--- src/rtl/lsd_pkg.sv ---
package lsd_pkg;

    localparam int ADDR_W     = 32;
    localparam int LEN_W      = 4;
    localparam int LINE_SHIFT = 4;

    typedef logic [ADDR_W-1:0] addr_t;

    typedef struct packed {
        addr_t            addr;
        logic [LEN_W-1:0] len;
        logic             is_br;
        logic             is_call;
        logic             taken;
        addr_t            target;
    } insn_t;

    typedef enum logic [1:0] {
        ST_IDLE    = 2'd0,
        ST_DETECT  = 2'd1,
        ST_CAPTURE = 2'd2,
        ST_STREAM  = 2'd3
    } lsd_state_e;

    // last byte occupied by an instruction
    function automatic addr_t end_byte(input addr_t a, input logic [LEN_W-1:0] l);
        return a + addr_t'(l) - addr_t'(1);
    endfunction

    // number of aligned fetch lines touched between two byte addresses
    function automatic addr_t lines_touched(input addr_t first, input addr_t last);
        return (last >> LINE_SHIFT) - (first >> LINE_SHIFT) + addr_t'(1);
    endfunction

endpackage

--- src/rtl/lsd_body_meter.sv ---
module lsd_body_meter
    import lsd_pkg::*;
#(
    parameter int MAX_INSNS   = 18,
    parameter int MAX_LINES   = 4,
    parameter int MAX_BRS     = 4,
    parameter bit POST_DECODE = 1'b0
) (
    input  logic             clk,
    input  logic             rst,
    input  logic             clear,
    input  logic             accept,
    input  addr_t            cur_addr,
    input  logic [LEN_W-1:0] cur_len,
    input  logic             cur_is_br,
    input  logic             cur_is_call,
    input  addr_t            start_addr,
    output logic             body_ok
);
    localparam int ICW = $clog2(MAX_INSNS + 2) + 1;
    localparam int BCW = $clog2(MAX_BRS + 2) + 1;
    localparam logic [ICW-1:0] ICAP = ICW'(MAX_INSNS + 1);
    localparam logic [BCW-1:0] BCAP = BCW'(MAX_BRS + 1);

    logic [ICW-1:0] n_insn;
    logic [BCW-1:0] n_br;
    logic           seen_call;

    logic [ICW-1:0] tot_insn;
    logic [BCW-1:0] tot_br;
    logic           any_call;
    addr_t          span;

    // running tallies of the body seen since the last closing branch
    always_ff @(posedge clk) begin
        if (rst || clear) begin
            n_insn    <= '0;
            n_br      <= '0;
            seen_call <= 1'b0;
        end else if (accept) begin
            if (n_insn != ICAP)
                n_insn <= n_insn + ICW'(1);
            if (cur_is_br && (n_br != BCAP))
                n_br <= n_br + BCW'(1);
            if (cur_is_call)
                seen_call <= 1'b1;
        end
    end

    // totals including the instruction on the input (the closing branch)
    always_comb begin
        tot_insn = (n_insn == ICAP) ? ICAP : n_insn + ICW'(1);
        tot_br   = (n_br == BCAP) ? BCAP : n_br + BCW'(cur_is_br);
        any_call = seen_call | cur_is_call;
        span     = lines_touched(start_addr, end_byte(cur_addr, cur_len));
    end

    generate
        if (POST_DECODE) begin : g_uop_limits
            assign body_ok = (tot_insn <= ICW'(MAX_INSNS)) && !any_call;
        end else begin : g_raw_limits
            assign body_ok = (tot_insn <= ICW'(MAX_INSNS)) && !any_call
                          && (tot_br <= BCW'(MAX_BRS))
                          && (span <= addr_t'(MAX_LINES));
        end
    endgenerate

endmodule

--- src/rtl/lsd_ctrl.sv ---
module lsd_ctrl
    import lsd_pkg::*;
#(
    parameter int ITER_THRESH = 64
) (
    input  logic       clk,
    input  logic       rst,
    input  logic       in_valid,
    input  addr_t      in_addr,
    input  logic       in_is_br,
    input  logic       in_taken,
    input  addr_t      in_target,
    input  logic       exit_req,
    input  logic       body_ok,
    output lsd_state_e state,
    output addr_t      loop_start,
    output logic       meter_clear,
    output logic       meter_accept,
    output logic       buf_clear,
    output logic       buf_write,
    output logic       buf_commit
);
    localparam int IW = $clog2(ITER_THRESH + 1) + 1;

    lsd_state_e     state_q, state_d;
    addr_t          br_q, br_d, tgt_q, tgt_d;
    logic [IW-1:0]  iter_q, iter_d;

    logic tk_any, tk_back, hit_close, miss_close, load_cand;

    always_comb begin
        tk_any     = in_valid && in_is_br && in_taken;
        tk_back    = tk_any && (in_target <= in_addr);
        hit_close  = tk_any && (in_addr == br_q) && (in_target == tgt_q);
        miss_close = in_valid && in_is_br && !in_taken && (in_addr == br_q);
    end

    always_comb begin
        state_d      = state_q;
        br_d         = br_q;
        tgt_d        = tgt_q;
        iter_d       = iter_q;
        meter_clear  = 1'b0;
        meter_accept = 1'b0;
        buf_clear    = 1'b0;
        buf_write    = 1'b0;
        buf_commit   = 1'b0;
        load_cand    = 1'b0;

        case (state_q)
            ST_IDLE: begin
                if (tk_back)
                    load_cand = 1'b1;
            end
            ST_DETECT: begin
                if (in_valid) begin
                    if (hit_close) begin
                        meter_clear = 1'b1;
                        if (!body_ok) begin
                            state_d = ST_IDLE;
                        end else if (iter_q == IW'(ITER_THRESH)) begin
                            state_d   = ST_CAPTURE;
                            buf_clear = 1'b1;
                        end else begin
                            iter_d = iter_q + IW'(1);
                        end
                    end else if (tk_any) begin
                        if (tk_back) load_cand = 1'b1;
                        else         state_d   = ST_IDLE;
                    end else if (miss_close) begin
                        state_d = ST_IDLE;
                    end else begin
                        meter_accept = 1'b1;
                    end
                end
            end
            ST_CAPTURE: begin
                if (in_valid) begin
                    if (hit_close) begin
                        buf_write   = 1'b1;
                        meter_clear = 1'b1;
                        if (body_ok) begin
                            state_d    = ST_STREAM;
                            buf_commit = 1'b1;
                        end else begin
                            state_d = ST_IDLE;
                        end
                    end else if (tk_any) begin
                        if (tk_back) load_cand = 1'b1;
                        else         state_d   = ST_IDLE;
                    end else if (miss_close) begin
                        state_d = ST_IDLE;
                    end else begin
                        buf_write    = 1'b1;
                        meter_accept = 1'b1;
                    end
                end
            end
            ST_STREAM: begin
                if (exit_req) begin
                    state_d   = ST_IDLE;
                    buf_clear = 1'b1;
                end
            end
            default: state_d = ST_IDLE;
        endcase

        if (load_cand) begin
            state_d     = ST_DETECT;
            br_d        = in_addr;
            tgt_d       = in_target;
            iter_d      = IW'(1);
            meter_clear = 1'b1;
        end
    end

    always_ff @(posedge clk) begin
        if (rst) begin
            state_q <= ST_IDLE;
            br_q    <= '0;
            tgt_q   <= '0;
            iter_q  <= '0;
        end else begin
            state_q <= state_d;
            br_q    <= br_d;
            tgt_q   <= tgt_d;
            iter_q  <= iter_d;
        end
    end

    assign state      = state_q;
    assign loop_start = tgt_q;

endmodule

--- src/rtl/lsd_replay_buf.sv ---
module lsd_replay_buf
    import lsd_pkg::*;
#(
    parameter int DEPTH = 18
) (
    input  logic  clk,
    input  logic  rst,
    input  logic  clear,
    input  logic  write,
    input  logic  commit,
    input  logic  advance,
    input  insn_t wr_data,
    output insn_t rd_data
);
    localparam int AW = $clog2(DEPTH);
    localparam int PW = $clog2(DEPTH + 1);

    insn_t          mem [DEPTH];
    logic [PW-1:0]  wr_ptr, rd_ptr, len_q;
    logic           room;

    assign room = (wr_ptr < PW'(DEPTH));

    always_ff @(posedge clk) begin
        if (write && room)
            mem[wr_ptr[AW-1:0]] <= wr_data;
    end

    always_ff @(posedge clk) begin
        if (rst || clear) begin
            wr_ptr <= '0;
            rd_ptr <= '0;
            len_q  <= '0;
        end else begin
            if (write && room)
                wr_ptr <= wr_ptr + PW'(1);
            if (commit) begin
                len_q  <= wr_ptr + PW'(1);
                rd_ptr <= '0;
            end else if (advance) begin
                rd_ptr <= (rd_ptr == len_q - PW'(1)) ? '0 : rd_ptr + PW'(1);
            end
        end
    end

    assign rd_data = mem[rd_ptr[AW-1:0]];

endmodule

--- src/rtl/lsd_perf_cnt.sv ---
module lsd_perf_cnt #(
    parameter int W = 32
) (
    input  logic         clk,
    input  logic         rst,
    input  logic         inc,
    output logic [W-1:0] count
);
    always_ff @(posedge clk) begin
        if (rst)      count <= '0;
        else if (inc) count <= count + W'(1);
    end
endmodule

--- src/rtl/lsd_top.sv ---
module lsd_top
    import lsd_pkg::*;
#(
    parameter bit POST_DECODE = 1'b0,
    parameter int ITER_THRESH = 64,
    parameter int RAW_DEPTH   = 18,
    parameter int UOP_DEPTH   = 28,
    parameter int MAX_LINES   = 4,
    parameter int MAX_BRS     = 4,
    parameter int CNT_W       = 32
) (
    input  logic              clk,
    input  logic              rst,
    input  logic              in_valid,
    input  logic [ADDR_W-1:0] in_addr,
    input  logic [LEN_W-1:0]  in_len,
    input  logic              in_is_br,
    input  logic              in_is_call,
    input  logic              in_taken,
    input  logic [ADDR_W-1:0] in_target,
    input  logic              exit_req,
    output logic              out_valid,
    output logic [ADDR_W-1:0] out_addr,
    output logic [LEN_W-1:0]  out_len,
    output logic              out_is_br,
    output logic              out_is_call,
    output logic              out_taken,
    output logic [ADDR_W-1:0] out_target,
    output logic              fetch_idle,
    output logic [CNT_W-1:0]  deliver_cnt
);
    localparam int DEPTH = POST_DECODE ? UOP_DEPTH : RAW_DEPTH;

    lsd_state_e state;
    addr_t      loop_start;
    logic       meter_clear, meter_accept, body_ok;
    logic       buf_clear, buf_write, buf_commit;
    logic       streaming;
    insn_t      fetched, replayed, shown;

    assign fetched = '{addr: in_addr, len: in_len, is_br: in_is_br,
                       is_call: in_is_call, taken: in_taken, target: in_target};

    lsd_ctrl #(.ITER_THRESH(ITER_THRESH)) u_ctrl (
        .clk         (clk),
        .rst         (rst),
        .in_valid    (in_valid),
        .in_addr     (in_addr),
        .in_is_br    (in_is_br),
        .in_taken    (in_taken),
        .in_target   (in_target),
        .exit_req    (exit_req),
        .body_ok     (body_ok),
        .state       (state),
        .loop_start  (loop_start),
        .meter_clear (meter_clear),
        .meter_accept(meter_accept),
        .buf_clear   (buf_clear),
        .buf_write   (buf_write),
        .buf_commit  (buf_commit)
    );

    lsd_body_meter #(
        .MAX_INSNS  (DEPTH),
        .MAX_LINES  (MAX_LINES),
        .MAX_BRS    (MAX_BRS),
        .POST_DECODE(POST_DECODE)
    ) u_meter (
        .clk        (clk),
        .rst        (rst),
        .clear      (meter_clear),
        .accept     (meter_accept),
        .cur_addr   (in_addr),
        .cur_len    (in_len),
        .cur_is_br  (in_is_br),
        .cur_is_call(in_is_call),
        .start_addr (loop_start),
        .body_ok    (body_ok)
    );

    assign streaming = (state == ST_STREAM);

    lsd_replay_buf #(.DEPTH(DEPTH)) u_buf (
        .clk    (clk),
        .rst    (rst),
        .clear  (buf_clear),
        .write  (buf_write),
        .commit (buf_commit),
        .advance(streaming),
        .wr_data(fetched),
        .rd_data(replayed)
    );

    lsd_perf_cnt #(.W(CNT_W)) u_cnt (
        .clk  (clk),
        .rst  (rst),
        .inc  (streaming),
        .count(deliver_cnt)
    );

    assign shown       = streaming ? replayed : '0;
    assign out_valid   = streaming;
    assign fetch_idle  = streaming;
    assign out_addr    = shown.addr;
    assign out_len     = shown.len;
    assign out_is_br   = shown.is_br;
    assign out_is_call = shown.is_call;
    assign out_taken   = shown.taken;
    assign out_target  = shown.target;

endmodule

--- config.mk ---
export PLATFORM = sky130hd
export DESIGN_NAME = lsd_top
export DESIGN_NICKNAME = d
export VERILOG_FILES = /design/src/rtl/lsd_pkg.sv /design/src/rtl/lsd_body_meter.sv /design/src/rtl/lsd_ctrl.sv /design/src/rtl/lsd_replay_buf.sv /design/src/rtl/lsd_perf_cnt.sv /design/src/rtl/lsd_top.sv
export SDC_FILE = /design/constraint.sdc
export NUM_CORES = 2
export LEC_CHECK = 0
export BUFFER_PORTS_ARGS = -buffer_cell sky130_fd_sc_hd__buf_2
export CORE_MARGIN = 8
export CORE_UTILIZATION = 40
export DETAILED_ROUTE_END_ITERATION = 8
export PLACE_DENSITY = 0.59
export SLEW_MARGIN = 20
export SYNTH_ARGS = -nofsm -noshare
export SYNTH_HDL_FRONTEND = slang
export SYNTH_SLANG_ARGS = --single-unit
--- constraint.sdc ---
create_clock -name clk -period 6.6 [get_ports clk]
set_clock_uncertainty 0.05 [all_clocks]
set_input_delay 0.33 -clock clk [delete_from_list [all_inputs] [get_ports clk]]
set_output_delay 0.33 -clock clk [all_outputs]
set_load 0.05 [all_outputs]
==> metrics.yaml <==
whs_ns: 0.0523
tightest_slew_ns: 1.02
use_met1_pct: 27.5
setup_viol: 0
syn_avg_cell_area_um2: 17.7
crit_family: "compound AO/OA/AOI/OAI gates"
timing.slew.headroom_pct: 31.7
finalHoldViolCount: 0
dieArea_um2: 161000
root_buffer: "clkbuf_16"
ant_nets: 0
track_usage_pct: 19.6
firstDrtPassIters: 6
gp_congestion: 0.948
synth_edf_count: 1278
first_global_vias: 33400
design_area_um2: 69700
fin_crit_sh_pct: 93.0
grt_pass1_wl_mm: 234
min_path_type: "input port to flip-flop"
use_met2_pct: 32.5
fillers: 12400
clkLatencyLatePin_ns: 0.79
yosys.area.top_type_share_pct: 64.6
fp.dieH_um: 401
io_buffers: 179
fin_cells: 5862
syn_area_um2: 59400
grt_antenna_before_repair: 9
placed_cells: 5524
nets: 3992
slew_viol_final: 0
path_buf_inv: 4
holdPathStages: 1
worstPathArrival_ns: 6.79
core_area_um2: 148000
rsz0062_at_grt: "false"
viasPerCell: 5.59
startpoint_type: "input port"
syn_nets: 3553
pin_count: 180
fin_util_pct: 47.2
drive_above_1_share_pct: 25.5
hpwlAfterDp_mm: 97.5
grt-busiest-layer: "met2"
endpoint_kind: "flip-flop"
clkSinkCount: 1415
synth_area_leaders: "edfxtp_1, mux4_2, dfxtp_1, ha_1, mux2i_1"
fin_crit_ns: 6.14
fmax_mhz: 163
async_reset_ff_share_pct: 0
intPower_uw: 15000
die_x_um: 401
drv_cap: 0
sequentialPowerShare_pct: 50.3
power.share.combinational_pct: 7.3
syn_to_final_growth_pct: 17.3
ys_seq_area_share_pct: 69.2
power.density_nw_per_um2: 279
syn_inst: 3365
clockBufferDepth: 3
ys_warn_count: 0
p_sw_uw: 4410
crit_type: "input port to flip-flop"
path_max_fanout: 3
wirelength_mm: 161
cts_tree: "yes"
drt_iter0_drc: 2982
cpMaxStageDelayCell: "dlygate4sd3_1"
ys_seq_elements: 1415
swShare_pct: 22.7
status: "completed"
synthTopCellsByCount: "edfxtp_1, mux4_2, nor2_1, dfxtp_1, mux2i_1"
ys.flop_type: "edfxtp_1"
p_leak_uw: 0.0226
reg2reg_depth: 15
power.total_uw: 19400
overflow: 0
ir_worst_vdd_v: 0.000249
rows: 141
synth.distinct_cells: 84
route.vias.total: 32800
grt_use_met3_pct: 3.22
grt_start_max_net_pins: 103
cts_inserted_buffers: 152
cp.depth: 29
pwr-share-clk_pct: 42.5
initial_core_util_pct: 40.2
slowest_delay_ns: 0.59
dpl_cell_area_um2: 64300
crit_path_frequent_cell: "o21a_1"
post_cts_buffers: 0
drc: 0
h-tree-depth: 4
yosys.cell_count.top_type: "edfxtp_1"
wl_per_cell_um: 27.4
synth_area_leader_cell: "edfxtp_1"
worstPathRequired_ns: 7.26
cts.clk_slew.worst_paths_ns: 0.06
[layer usage]
metal | share of wire [%] | wire [um] | vias to the layer above
met1 | 44 | 71400 | 17300
met3 | 5.4 | 8620 | 178
met2 | 49 | 78300 | 995
met5 | 0.025 | 41 | -
met4 | 1.5 | 2460 | 6
li1 | - | - | 14400
[cells in the final DEF (no fill, tap or decap), types with 16 or more instances in the layout]
cell type / instances
clkbuf_1: 42
xor2_1: 63
a21oi_1: 82
mux2i_1: 122
clkinv_1: 29
ha_1: 112
nor4_1: 17
dfxtp_1: 132
clkinv_2: 16
inv_1: 98
buf_4: 170
dlygate4sd3_1: 56
nor2_4: 18
a211oi_1: 79
mux4_2: 355
o21ai_0: 25
nor3_1: 34
and3_1: 25
nand3_1: 33
nand2_1: 73
a21o_1: 30
buf_12: 35
clkbuf_16: 155
xnor2_1: 87
edfxtp_1: 1278
or3_1: 18
buf_2: 178
nor2_1: 291
nand4_1: 43
[cell type report]
type / instances / area, um2 / share of cell area (%)
diodes: 4 / 10.0 / 0.0144
flip-flops and latches: 1415 / 41100 / 59.0
repair buffers: 439 / 3430 / 4.92
well taps: 1930 / 2410 / 3.47
clock inverters: 77 / 748 / 1.07
clock buffers: 201 / 4090 / 5.87
multi-input cells: 1697 / 17500 / 25.1
inverters: 99 / 374 / 0.537
[worst paths after layout]
check | start | end | slack [ns]
setup / recovery | in_addr[5] | u_ctrl.state[1] | 0.46
setup reg to reg | u_ctrl.loop_start[4] | u_ctrl.state[1] | 1.96
hold / removal | in_target[17] | u_buf.mem[16][17] | 0.05
hold reg to reg | u_ctrl.iter_q[7] | u_ctrl.iter_q[7] | 0.43
[registers in the layout (all words and copies together), names as in the netlist, named ones only]
signal and count:
u_ctrl.state 2, u_buf.wr_ptr 5, u_buf.mem 1278, u_ctrl.iter_q 8, u_cnt.count 32, u_meter.n_br 4, u_meter.n_insn 6, u_ctrl.br_q 32
u_buf.len_q 5, u_ctrl.loop_start 32, u_meter.seen_call 1, u_buf.rd_ptr 5
[cells by family after synthesis]
| kind of cell | count (synthesis) | share of synthesized area, % |
|---|---|---|
| xor+xnor | 151 | 2.24 |
| fa+ha+maj | 113 | 2.39 |
| mux | 478 | 15.5 |
| buf+inv | 253 | 1.63 |
| compound gates | 322 | 3.83 |
| simple gates | 633 | 5.16 |
| flops | 1415 | 69.2 |
[what timing repair did]
action / CTS / global route
endpoints found under the setup margin: 0 / 30
resized for setup: 0 / 7
hold buffers: 56 / 0
endpoints found under the hold margin: 908 / 0
[through the flow]
step	worst slack (ns)	TNS, ns
2_1_floorplan	0.514	0
3_3_place_gp	0.00797	0
3_5_place_dp	-0.0419	-0.0419
4_1_cts	0.226	0
5_1_grt	0.0306	0
6_report	0.464	0
[power by group through the flow]
stage	Sequential, uW	Clock (uW)	Combinational (uW)
2_1_floorplan	9970	0	748
3_3_place_gp	9960	0	1350
3_5_place_dp	9960	0	1360
4_1_cts	9770	8440	1390
5_1_grt	9770	8750	1530
6_report	9770	8260	1410
Power figures use the tool's default switching activity.
